[config.mk]
export PLATFORM = sky130hd
export DESIGN_NAME = xport_mailbox
export DESIGN_NICKNAME = d
export VERILOG_FILES = /design/src/rtl/xport_mailbox.sv
export SDC_FILE = /design/constraint.sdc
export NUM_CORES = 1
export LEC_CHECK = 0
export ABC_AREA = 1
export BUFFER_PORTS_ARGS = -buffer_cell sky130_fd_sc_hd__clkbuf_2
export CORE_ASPECT_RATIO = 1.5
export CORE_MARGIN = 5
export CORE_UTILIZATION = 35
export DETAILED_ROUTE_END_ITERATION = 7
export PLACE_DENSITY_LB_ADDON = 0.05
export SLEW_MARGIN = 40
export SYNTH_ARGS = -nofsm -noshare
export SYNTH_HDL_FRONTEND = slang
export SYNTH_SLANG_ARGS = --single-unit
export TNS_END_PERCENT = 5
[constraint.sdc]
create_clock -name clk -period 1.5 [get_ports clk]
set_clock_uncertainty 0.05 [all_clocks]
set_input_delay 0.225 -clock clk [delete_from_list [all_inputs] [get_ports clk]]
set_output_delay 0.225 -clock clk [all_outputs]
set_load 0.005 [all_outputs]
[src/rtl/xport_mailbox.sv]
module xport_mailbox #(
  parameter int DW = 16,
  parameter int AW = 6
) (
  input  logic          clk,
  input  logic          rst_n,
  input  logic          a_cs_n,
  input  logic          a_mbx_n,
  input  logic          a_we_n,
  input  logic          a_oe_n,
  input  logic [1:0]    a_be_n,
  input  logic [AW-1:0] a_addr,
  input  logic [DW-1:0] a_wdata,
  output logic [DW-1:0] a_rdata,
  output logic          a_irq,
  input  logic          b_cs_n,
  input  logic          b_mbx_n,
  input  logic          b_we_n,
  input  logic          b_oe_n,
  input  logic [1:0]    b_be_n,
  input  logic [AW-1:0] b_addr,
  input  logic [DW-1:0] b_wdata,
  output logic [DW-1:0] b_rdata,
  output logic          b_irq
);
  localparam int NB = 4;
  localparam int HB = DW / 2;

  logic [1:0] cs, mb, wen, oen, wr, rd;
  logic [1:0][1:0] ben;
  logic [1:0][AW-1:0] ad;
  logic [1:0][DW-1:0] wd, bm, raw, rdv;
  logic [1:0][NB-1:0][DW-1:0] mbox;
  logic [1:0][NB-1:0] flag, mask, setv, clrv;

  assign cs  = {~b_cs_n, ~a_cs_n};
  assign mb  = {~b_mbx_n, ~a_mbx_n};
  assign wen = {~b_we_n, ~a_we_n};
  assign oen = {~b_oe_n, ~a_oe_n};
  assign ben = {~b_be_n, ~a_be_n};
  assign ad  = {b_addr, a_addr};
  assign wd  = {b_wdata, a_wdata};

  always_comb begin
    for (int p = 0; p < 2; p++) begin
      wr[p] = cs[p] & mb[p] & wen[p];
      rd[p] = cs[p] & mb[p] & oen[p] & ~wen[p];
      bm[p] = {{HB{ben[p][1]}}, {HB{ben[p][0]}}};
    end
    for (int p = 0; p < 2; p++) begin
      setv[p] = '0;
      clrv[p] = '0;
      if (wr[1-p] && ad[1-p][AW-1:2] == '0 && ben[1-p] != 2'b00)
        setv[p][ad[1-p][1:0]] = 1'b1;
      if (rd[p] && ad[p][AW-1:2] == (AW-2)'(1))
        clrv[p][ad[p][1:0]] = 1'b1;
      if (ad[p][AW-1:3] == '0)
        raw[p] = ad[p][2] ? mbox[1-p][ad[p][1:0]] : mbox[p][ad[p][1:0]];
      else if (ad[p] == AW'(8))
        raw[p] = DW'(mask[p]);
      else if (ad[p] == AW'(9))
        raw[p] = DW'(flag[p]);
      else
        raw[p] = '0;
      rdv[p] = rd[p] ? (raw[p] & bm[p]) : '0;
    end
  end

  always_ff @(posedge clk or negedge rst_n) begin
    if (!rst_n) begin
      mbox <= '0;
      flag <= '0;
      mask <= '0;
    end else begin
      for (int p = 0; p < 2; p++) begin
        flag[p] <= (flag[p] & ~clrv[p]) | setv[p];
        if (wr[p] && ad[p][AW-1:2] == '0)
          mbox[p][ad[p][1:0]] <= (mbox[p][ad[p][1:0]] & ~bm[p]) | (wd[p] & bm[p]);
        if (wr[p] && ad[p] == AW'(8) && ben[p][0])
          mask[p] <= wd[p][NB-1:0];
      end
    end
  end

  assign a_rdata = rdv[0];
  assign b_rdata = rdv[1];
  assign a_irq   = |(flag[0] & mask[0]);
  assign b_irq   = |(flag[1] & mask[1]);

  a_r4_flag_set: assert property (@(posedge clk) disable iff (!rst_n)
    (wr[0] && ad[0][AW-1:2] == '0 && ben[0] != 2'b00) |=> flag[1][$past(ad[0][1:0])]);

  a_r5_flag_clear: assert property (@(posedge clk) disable iff (!rst_n)
    (rd[0] && ad[0][AW-1:2] == (AW-2)'(1) && !wr[1]) |=> !flag[0][$past(ad[0][1:0])]);

  a_r6_set_wins: assert property (@(posedge clk) disable iff (!rst_n)
    (rd[0] && ad[0] == AW'(4) && wr[1] && b_addr == AW'(0) && ben[1] != 2'b00) |=> flag[0][0]);

  a_r7_mask_load: assert property (@(posedge clk) disable iff (!rst_n)
    (wr[0] && ad[0] == AW'(8) && ben[0][0]) |=> mask[0] == $past(a_wdata[NB-1:0]));

  a_r10_idle_hold: assert property (@(posedge clk) disable iff (!rst_n)
    (!cs[0] && !cs[1]) |=> ($stable(flag) && $stable(mask) && $stable(mbox)));

  a_r2_memory_mode_hold: assert property (@(posedge clk) disable iff (!rst_n)
    (a_mbx_n && b_mbx_n) |=> ($stable(flag) && $stable(mask) && $stable(mbox)));
endmodule

; ---- Yosys cells after proc, flatten, opt, wreduce, memory -nomap -nowiden
; Index checks and enable logic that the tools add are counted.
[classes]
n_reduce_logical = 20
order_cmp = 4
n_mux = 32
eq_ne = 6
bitwise = 36
[op_table]
columns = cell, n
row1 = 16-bit two-way mux, 13
row2 = 16-bit binary-select mux with 2-bit select, 4
row3 = 64-bit bitwise mux, 2
row4 = 16-bit bitwise AND, 6
row5 = 16-bit demux with 2-bit select, 2
row6 = 16-bit inverter, 2
row7 = 16-bit OR, 2
row8 = 4-bit two-way mux, 7
row9 = "6-bit by 4-bit == test with 1-bit output, second input constant", 4
row10 = 4-bit bitwise AND, 4
row11 = 1-bit logical AND, 12
row12 = 1-bit bitwise AND, 8
row13 = "4-bit by 1-bit == test with 1-bit output, second input constant", 2
row14 = 4-bit zero test, 2
row15 = 1-bit inverter, 8
row16 = 4-bit inverter, 2
row17 = 4-bit OR, 2
row18 = 4-bit OR reduction, 2
row19 = 3-bit zero test, 2
row20 = "2-bit by 3-bit less-than comparator with 1-bit output, second input constant", 2
row21 = 1-bit demux with 2-bit select, 2
row22 = "2-bit by 1-bit >= comparator with 1-bit output, second input constant", 2
row23 = 2-bit inverter, 2
row24 = 2-bit nonzero test, 2
row25 = 1-bit two-way mux, 2
[totals]
ff_bits = 144

; ---- Longest topological paths before layout
; Gate-level depths: netlist (run 1).
[depth]
ltp_word = 9
depth_mapped = 9
depth_no_buf = 7

; ---- Worst setup path before layout (run 1)
; OpenSTA, ideal clock, no wires.
[synth_path]
path_kind = input to output
from = in b_addr[1]
to = out b_rdata[10]
path_buffers = 2
slack_ns = 0.147
arrival_ns = 1.078
stages = 7
cell_sequence = buf_4 > inv_1 > clkbuf_1 > nand2_1 > nand2_1 > nand2_1 > a21oi_1
[synth_between]
elab_chain_cells = 6
word_cells_on_any_way = 8
[synth_lines]
columns = element, line_no
row1 = start: declaration, 21  ; input logic [AW-1:0] b_addr,
row2 = 16-bit binary-select mux with 2-bit select, 58  ; raw[p] = ad[p][2] ? mbox[1-p][ad[p][1:0]] : mbox[p][ad[p][1:0]];
row3 = 16-bit two-way mux (implied by the code), 58
row4 = 16-bit two-way mux (*), 58
row5 = 16-bit two-way mux (*), 57  ; if (ad[p][AW-1:3] == '0)
row6 = 16-bit bitwise AND (*), 65  ; rdv[p] = rd[p] ? (raw[p] & bm[p]) : '0;
row7 = 16-bit two-way mux (*), 65
row8 = end: declaration, 23  ; output logic [DW-1:0] b_rdata,
; Every way passes the cells marked *; elsewhere a longest branch is shown, timed or not. The select of a mux whose other input is x is not followed.

; ---- Worst setup path in the final report (run 1)
[layout_path]
from = reg mbox[15] in the netlist's numbering
to = out b_rdata[15]
[layout_between]
elab_chain_cells = 6
[layout_lines]
columns = element, line_no
row1 = start: declaration, 33  ; logic [1:0][NB-1:0][DW-1:0] mbox;
row2 = start signal: indexed assignment, 78  ; mbox[p][ad[p][1:0]] <= (mbox[p][ad[p][1:0]] & ~bm[p]) | (wd[p] & bm[p]);
row3 = 16-bit binary-select mux with 2-bit select, 58
row4 = 16-bit two-way mux (implied by the code), 58
row5 = 16-bit two-way mux, 58
row6 = 16-bit two-way mux, 57
row7 = 16-bit bitwise AND, 65
row8 = 16-bit two-way mux, 65
; No other way between the ends. The select of a mux whose other input is x is not followed.

==> results.cfg, run 1 <==
[sta]
setup_violations = 34
max-slew-margin-rel_pct = 77.7
worst_slew_pin_slew_ns = 0.335
finalHoldViolCount = 0
worst_slack_ns = -0.323
finalCritPeriodShare_pct = 122
rsz0062_at_grt = true
period_needed_ns = 1.82
max_freq_ghz = 0.549
fin_setup_tns_ns = -8.12
drv_slew = 0

[clock_network]
clock_latency_ns = 0.43
clk_root_buffer_cell = clkbuf_16
h-tree-depth = 4
cts_tree = yes
numCtsBuffers = 17
clkTransAtPathRegs_ns = 0.07
clock-sinks = 144
clock_path_buffers = 2

[die]
start_util_pct = 35.5
die_w_um = 144
die_h_um = 211
num_rows = 73
core_area_um2 = 26500
ioPinCount = 92
fp.dieArea_um2 = 30300

[logic_synthesis]
synth-seq-cells = 144
synth-edff-count = 0
synthCells = 1484
synth.top_cell.area_share_pct = 38.3
synth_area_leaders = dfrtp_1 (38%), nand2_1 (32%), nand3_1 (10%)
yosys_warnings = 0
ys.flop_type = dfrtp_1
synthesis.area_um2 = 9410
syn_nets = 1542
seq_area_frac_synth_pct = 38.3
synth_top_cell_by_area = dfrtp_1
avgSynthCellArea_um2 = 6.34
synth_cell_types = 24
synth_most_common_cell = nand2_1
ys_top_cells_by_count = nand2_1 (810), nand3_1 (197), dfrtp_1 (144)
synthArstFlopShare_pct = 100

[critical_path]
cp.depth = 8
end_kind = output port
cp_common_cell = nand2_2
rr_worst_depth = 8
cp_slowest_cell = dfrtp_1
cp_cell_sequence = inv_2 -> o21ai_2 -> nand2_1 -> nand2_2 -> nand2_2 -> a21oi_2 -> buf_4 -> buf_6
critPathMaxFanout = 2
regToRegStartpoint = mbox[31]
critPathTopFamily = flip-flops
cp-start-kind = register
critPathMaxStageDelay_ns = 0.36
reg2reg_slack_ns = 0.19
required_ns = 1.22
critPathKind = reg2out
arrival_ns = 1.55
r2r-end = mbox[47]
crit_start = mbox[15]
cp_num_buf_inv = 3

[grt]
grt_pass1_vias = 9829
grt_max_degree = 44
grt.met2_usage_pct = 40.2
grt_overflow = 0
grtUsageTotal_pct = 23.6
antenna_found_initial = 0
use_met1_pct = 30.9
met3_usage_pct = 3.22
grt_pass1_wl_mm = 55.3
busiest_layer = met2

[power_and_ir_drop]
cellLeakagePower_nw = 6.60
vdd_drop_max_v = 0.000791
p_per_area_nw_per_um2 = 838

[layout]
nets = 1740
diodes = 0
drive_gt1_share_pct = 23.1
area_delta_synth_final_pct = 29.6

[route]
ant_nets = 0
vias_per_cell = 4.92
routed_wl_mm = 35.1
drt_iter0_drc = 676
drc = 0
via_count = 9997
routedWlPerCell_um = 17.3
dr.pass1.iters = 5

[job]
maxCapViolCount = 0

[hold_path]
hp-class = in2reg
min_to = mask[4]
min_path_cells = 3
hold_start = b_wdata[0]

[placement]
gp_congestion = 0.865
hpwl_mm = 25.0
dp_slack_ns = -0.354
io_buffers = 91

[status]
status = finished with violations
violations = negative setup slack
## power by group
| part | internal [mW] | total [mW] | leakage [nW] | switching, mW |
|---|---|---|---|---|
| sequential | 4.04 | 4.17 | 1.99 | 0.128 |
| clock | 2.83 | 4.64 | 0.292 | 1.81 |
| combinational | 0.549 | 1.41 | 4.32 | 0.865 |
## worst max path at each step
stage | slack (ns) | endpoint
2_1_floorplan | 0.15 | b_rdata[10]
3_3_place_gp | -0.36 | b_rdata[15]
3_5_place_dp | -0.35 | b_rdata[15]
4_1_cts | -0.37 | b_rdata[15]
5_1_grt | -0.43 | b_rdata[5]
6_report | -0.32 | b_rdata[15]
## kinds of logic after synthesis
group / count (synthesis) / share of synthesized area, %
buffers and inverters: 150 / 7.93
AOI/OAI and AO/OA: 102 / 5.45
DFF: 144 / 38.3
and+or+nand+nor: 1088 / 48.3
## flip-flops by register name, indices dropped and copies added, names as in the netlist
register,count
mask,8
mbox,128
flag,8
## worst reg2reg max path: cells and delay by family, from the launching register on
| family | cells | cell delay, ns |
|---|---|---|
| AND/OR/NAND/NOR | 5 | 0.44 |
| flip-flops | 1 | 0.39 |
| buffers and inverters | 2 | 0.25 |
| AO/OA/AOI/OAI | 1 | 0.07 |
## routing by layer
metal  vias up  wire length [um]
met1      4618             15400
li1       5048                 -
met3        67              1460
met4         0               920
met2       264             17300
met5         -                 0
## metrics by stage
stage	utilization [%]	cells	hold WS [ns]	area [um^2]	power (mW)
finish	46.0	2032	0.0275	12200	10.2
global route	46.0	2032	0.0733	12200	10.6
CTS	45.8	2031	0.0287	12100	10.3
detailed placement	42.6	1991	0.0270	11300	5.61
global placement	42.6	1991	0.0283	11300	5.61
floorplan	-	1484	-0.121	9410	4.90
## layout by cell type, fill, tap and decap left out, drive strengths merged
| master | instances |
|---|---|
| or2 | 25 |
| nand2 | 822 |
| clkbuf | 101 |
| o22ai | 2 |
| clkinv | 10 |
| a21oi | 26 |
| bufinv | 4 |
| clkinvlp | 5 |
| nor2 | 44 |
| dlygate4sd3 | 5 |
| buf | 158 |
| nand3 | 197 |
| inv | 78 |
| dfrtp | 144 |
| o21ai | 74 |
## area by class of cell
cell class / instances / area, um^2
Timing Repair Buffer: 245 / 1940
Clock inverter: 13 / 185
Inverter: 84 / 355
Multi-Input combinational cell: 1190 / 5250
Sequential cell: 144 / 3600
Tap cell: 337 / 422
Clock buffer: 19 / 443
Fill cell: 2777 / 14300
## timing repair
item                       CTS  global route
hold buffers                 5             0
pin swaps                   11             7
setup endpoints to repair   34            34
resized for setup           65            42
hold endpoints to repair   148             0
buffers inserted             3             1
Note: power is estimated with default switching activity, not from simulation.
==> run 2, diff against run 1 <==
==> constraint.sdc (replaced) <==
create_clock -name clk -period 2 [get_ports clk]
set_clock_uncertainty 0.05 [all_clocks]
set_input_delay 0.3 -clock clk [delete_from_list [all_inputs] [get_ports clk]]
set_output_delay 0.3 -clock clk [all_outputs]
set_load 0.005 [all_outputs]
==> results.cfg, run 2 (synthesis results as in run 1) <==
[status]
status = complete, no violations

[hold_path]
hold_start = b_wdata[2]
hp-class = in2reg
min_to = mask[6]
min_path_cells = 3

[sta]
finalHoldViolCount = 0
fin_setup_tns_ns = 0
setup_violations = 0
hold_ws_ns = 0.0680
finalCritPeriodShare_pct = 96.6
max_freq_ghz = 0.517
worst_slack_ns = 0.0672
max-slew-margin-rel_pct = 71.2
period_needed_ns = 1.93
rsz0062_at_grt = true
worst_slew_pin_slew_ns = 0.432
drv_slew = 0

[die]
die_w_um = 144
fp.dieArea_um2 = 30300
start_util_pct = 35.5
core_area_um2 = 26500
die_h_um = 211
num_rows = 73
ioPinCount = 92

[layout]
diodes = 0
reg.largest.list = mbox: 128 flops, flag: 8 flops, mask: 8 flops
area_delta_synth_final_pct = 19.0
multi_input_area_um2 = 5140
register_area_um2 = 3600
nets = 1636
final_core_util_pct = 42.3
nFillCells = 2905
instances_no_fill = 1928
final_cell_mix = nand2_1 (803), nand3_1 (196), dfrtp_1 (144), clkbuf_2 (87), inv_1 (73)
final_area_um2 = 11200
top_register = mbox
largest_reg_flops = 128
final_common_cell = nand2_1
drive_gt1_share_pct = 16.1

[critical_path]
reg2reg_slack_ns = 0.84
regToRegStartpoint = mbox[97]
rr_worst_depth = 6
cp-start-kind = register
cp_common_cell = nand2_1
critPathKind = reg2out
required_ns = 1.65
end_kind = output port
critPathMaxFanout = 2
cp_slowest_cell = dfrtp_1
critPathMaxStageDelay_ns = 0.36
arrival_ns = 1.58
cp_cell_sequence = inv_1 -> o21ai_1 -> nand2_1 -> nand2_2 -> nand2_1 -> a21oi_1 -> buf_4 -> clkbuf_2
r2r-end = mbox[97]

[clock_network]
h-tree-depth = 4
clk_root_buffer_cell = clkbuf_16
clkTransAtPathRegs_ns = 0.06
clock_path_buffers = 2
cts_setup_buffers = 0
numCtsBuffers = 17
clock_latency_ns = 0.44
cts_tree = yes
clock-sinks = 144

[placement]
hpwl_mm = 23.9
dp_slack_ns = 0.0175
io_buffers = 91
dpl.cell_count = 1895
dpl_cell_area_um2 = 10500
gp_congestion = 0.875

[route]
drt_iter0_drc = 689
ant_nets = 0
dr.pass1.iters = 5
drc = 0
via_count = 9766
routedWlPerCell_um = 18.1
routed_wl_mm = 34.9
vias_per_cell = 5.07

[grt]
grt_pass1_vias = 9853
grt_pass1_wl_mm = 55.5
grt_overflow = 0
grt_max_degree = 55
antenna_found_initial = 0
grtUsageTotal_pct = 23.8

[power_and_ir_drop]
p_per_area_nw_per_um2 = 659
cellLeakagePower_nw = 6.10
total_power_mw = 7.38
vdd_drop_max_v = 0.000620

[job]
maxCapViolCount = 0
==> run 2: worst max-delay path by stage <==
stage	startpoint	to	slack, ns	depth (start not counted)
after detailed placement	a_mbx_n	a_rdata[8]	0.02	8
after CTS	mbox[8]	b_rdata[8]	-0.005	7
after global routing	mbox[70]	a_rdata[6]	-0.01	7
final	mbox[15]	b_rdata[15]	0.07	8
after floorplan	b_addr[1]	b_rdata[10]	0.50	7
after global placement	a_mbx_n	a_rdata[8]	0.02	8
==> run 2: power breakdown <==
group	switching, mW	total, mW	internal [mW]	leakage [nW]
sequential	0.0892	3.12	3.03	1.99
combinational	0.628	0.942	0.314	3.81
clock	1.32	3.31	2.00	0.299
total	2.03	7.38	5.34	6.10
==> run 2: layout make-up <==
cell class,count,area share [%]
Inverter,84,3.17
Timing Repair Buffer,141,9.53
Multi-Input combinational cell,1190,46.0
Sequential cell,144,32.2
Clock inverter,9,0.939
Clock buffer,23,4.45
Tap cell,337,3.77
==> run 2: worst max-delay path, delay by kind of cell (launching register included) <==
kind,cells,cell delay (ns)
compound gates,2,0.24
flops,1,0.36
buf+inv,3,0.30
simple gates,3,0.23
==> run 2: layer usage <==
metal	share of wire [%]	routed length (um)	GRT usage, %
met5	0	0	0
met3	4.2	1470	3.51
met1	43	14900	30.0
met2	51	17800	41.7
met4	2.1	732	7.50
==> run 2: what timing repair did <==
item                                    in CTS  in global routing
pin swaps                                    0                  6
hold buffers                                 1                  0
endpoints found under the setup margin       7                 24
gates resized for setup                      6                 41
hold endpoints to repair                    35                  0
==> run 3, diff against run 2 <==
--- a/config.mk
+++ b/config.mk
@@ -9,7 +9,7 @@
 export BUFFER_PORTS_ARGS = -buffer_cell sky130_fd_sc_hd__clkbuf_2
 export CORE_ASPECT_RATIO = 1.5
 export CORE_MARGIN = 5
-export CORE_UTILIZATION = 35
+export CORE_UTILIZATION = 54
 export DETAILED_ROUTE_END_ITERATION = 7
 export PLACE_DENSITY_LB_ADDON = 0.05
 export SLEW_MARGIN = 40
==> results.cfg, run 3 (synthesis results as in run 1) <==
[clock_network]
numCtsBuffers = 17
clock_path_buffers = 2
clock_latency_ns = 0.43
h-tree-depth = 4
clkTransAtPathRegs_ns = 0.06
clock-sinks = 144
cts_setup_buffers = 0
cts_tree = yes
clk_root_buffer_cell = clkbuf_16

[layout]
top_register = mbox
register_area_um2 = 3600
reg.largest.list = mbox: 128 flops, flag: 8 flops, mask: 8 flops
final_common_cell = nand2_1
final_cell_mix = nand2_1 (808), nand3_1 (197), dfrtp_1 (144), clkbuf_2 (89), inv_1 (73)
multi_input_area_um2 = 5100
diodes = 0
nets = 1632
final_area_um2 = 11000
final_core_util_pct = 63.5
nFillCells = 1699
largest_reg_flops = 128
area_delta_synth_final_pct = 16.6
drive_gt1_share_pct = 15.1

[placement]
hpwl_mm = 20.7
gp_congestion = 0.892
dpl_cell_area_um2 = 10300
io_buffers = 91

[grt]
grt_max_degree = 58
antenna_found_initial = 0
grtUsageTotal_pct = 30.8
grt_pass1_wl_mm = 49.4
grt_pass1_vias = 9381
grt_overflow = 0

[die]
core_area_um2 = 17300
start_util_pct = 54.5
num_rows = 59
fp.dieArea_um2 = 20200
die_w_um = 118
ioPinCount = 92
die_h_um = 172

[critical_path]
cp-start-kind = register
required_ns = 1.65
critPathMaxFanout = 2
critPathKind = reg2out
end_kind = output port
arrival_ns = 1.61

[power_and_ir_drop]
vdd_drop_max_v = 0.000512
power_switching_mw = 2.00
p_int_mw = 5.38
power_frac_seq_pct = 42.3
combinationalPowerShare_pct = 12.5
cellLeakagePower_nw = 6.07
p_clk_share_pct = 45.3
p_per_area_nw_per_um2 = 672
switching_share_pct = 27.1

[sta]
finalCritPeriodShare_pct = 98.0
worst_slew_pin_slew_ns = 0.462
period_needed_ns = 1.96
setup_violations = 0
rsz0062_at_grt = true
max-slew-margin-rel_pct = 69.1
finalHoldViolCount = 0
hold_ws_ns = 0.0620
max_freq_ghz = 0.510
drv_slew = 0

[route]
dr.pass1.iters = 6
routed_wl_mm = 30.6
ant_nets = 0
vias_per_cell = 5.48
drt_iter0_drc = 1123
routedWlPerCell_um = 17.0
via_count = 9871
drc = 0

[job]
maxCapViolCount = 0

[hold_path]
hp-class = in2reg

[status]
status = complete, no violations
-- run 3: changes by cell type in the layout (fill, tap and decap cells not counted), sizes merged --
cell	previous run	this run
buf	52	46
bufinv	2	3
clkbuf	111	110
clkinv	13	15
-- run 3: critical path, cell delays in order (launching register included) --
cell and delay [ns]:
dfrtp_1 0.35, inv_1 0.05, o21ai_0 0.18, nand2_1 0.07
nand2_1 0.07, nand2_1 0.09, a21oi_1 0.22, clkbuf_2 0.15
-- run 3: cell type report --
| class | count | share of cell area [%] |
|---|---|---|
| multi-input combinational | 1190 | 46.5 |
| sequential | 144 | 32.9 |
| timing repair buffer | 137 | 9.34 |
| clock buffer | 20 | 4.16 |
| inverter | 84 | 3.22 |
| tap | 213 | 2.43 |
| clock inverter | 12 | 1.46 |
-- run 3: repair_timing --
action                                  CTS  global route
endpoints found under the hold margin    34             0
resized for setup                         4            18
hold buffers                              1             0
pin swaps                                 0             0
endpoints found under the setup margin    9            16
-- run 3: layer usage --
| layer | track usage (%) | wire, um | up-vias |
|---|---|---|---|
| li1 | - | - | 4826 |
| met1 | 40.0 | 12500 | 4515 |
| met2 | 52.0 | 14800 | 457 |
| met3 | 4.54 | 2500 | 73 |
| met4 | 12.4 | 816 | 0 |
| met5 | 0 | 0 | - |
-- run 3: power groups by stage --
stage                     clock network, mW  registers (mW)  logic, mW
after global placement                    0            3.17      0.895
after global routing                   3.51            3.13       1.03
after detailed placement                  0            3.17      0.902
final                                  3.34            3.12      0.919
after floorplan                           0            3.14      0.534
after CTS                              3.37            3.12      0.910
-- run 3: path summary, 6_finish.rpt --
check / from / end / slack [ns] / depth (start not counted)
setup / recovery: mbox[6] / b_rdata[6] / 0.04 / 7
setup reg to reg: mbox[112] / mbox[64] / 0.87 / 6
max in group asynchronous: rst_n / mbox[30] / 0.94 / 3
min in group asynchronous: rst_n / mask[0] / 0.29 / 2
hold / removal: b_wdata[2] / mask[6] / 0.06 / 3
hold reg to reg: mbox[72] / mbox[72] / 0.43 / 2
-- run 3: metrics by stage --
stage | instances | power, mW | worst slack [ns] | setup TNS, ns
2_1_floorplan | 1484 | 3.68 | 0.497 | 0
3_5_place_dp | 1767 | 4.07 | -0.0840 | -0.221
4_1_cts | 1800 | 7.39 | 0.0352 | 0
3_3_place_gp | 1767 | 4.06 | -0.0835 | -0.211
5_1_grt | 1800 | 7.67 | -0.0292 | -0.0696
6_report | 1800 | 7.38 | 0.0410 | 0
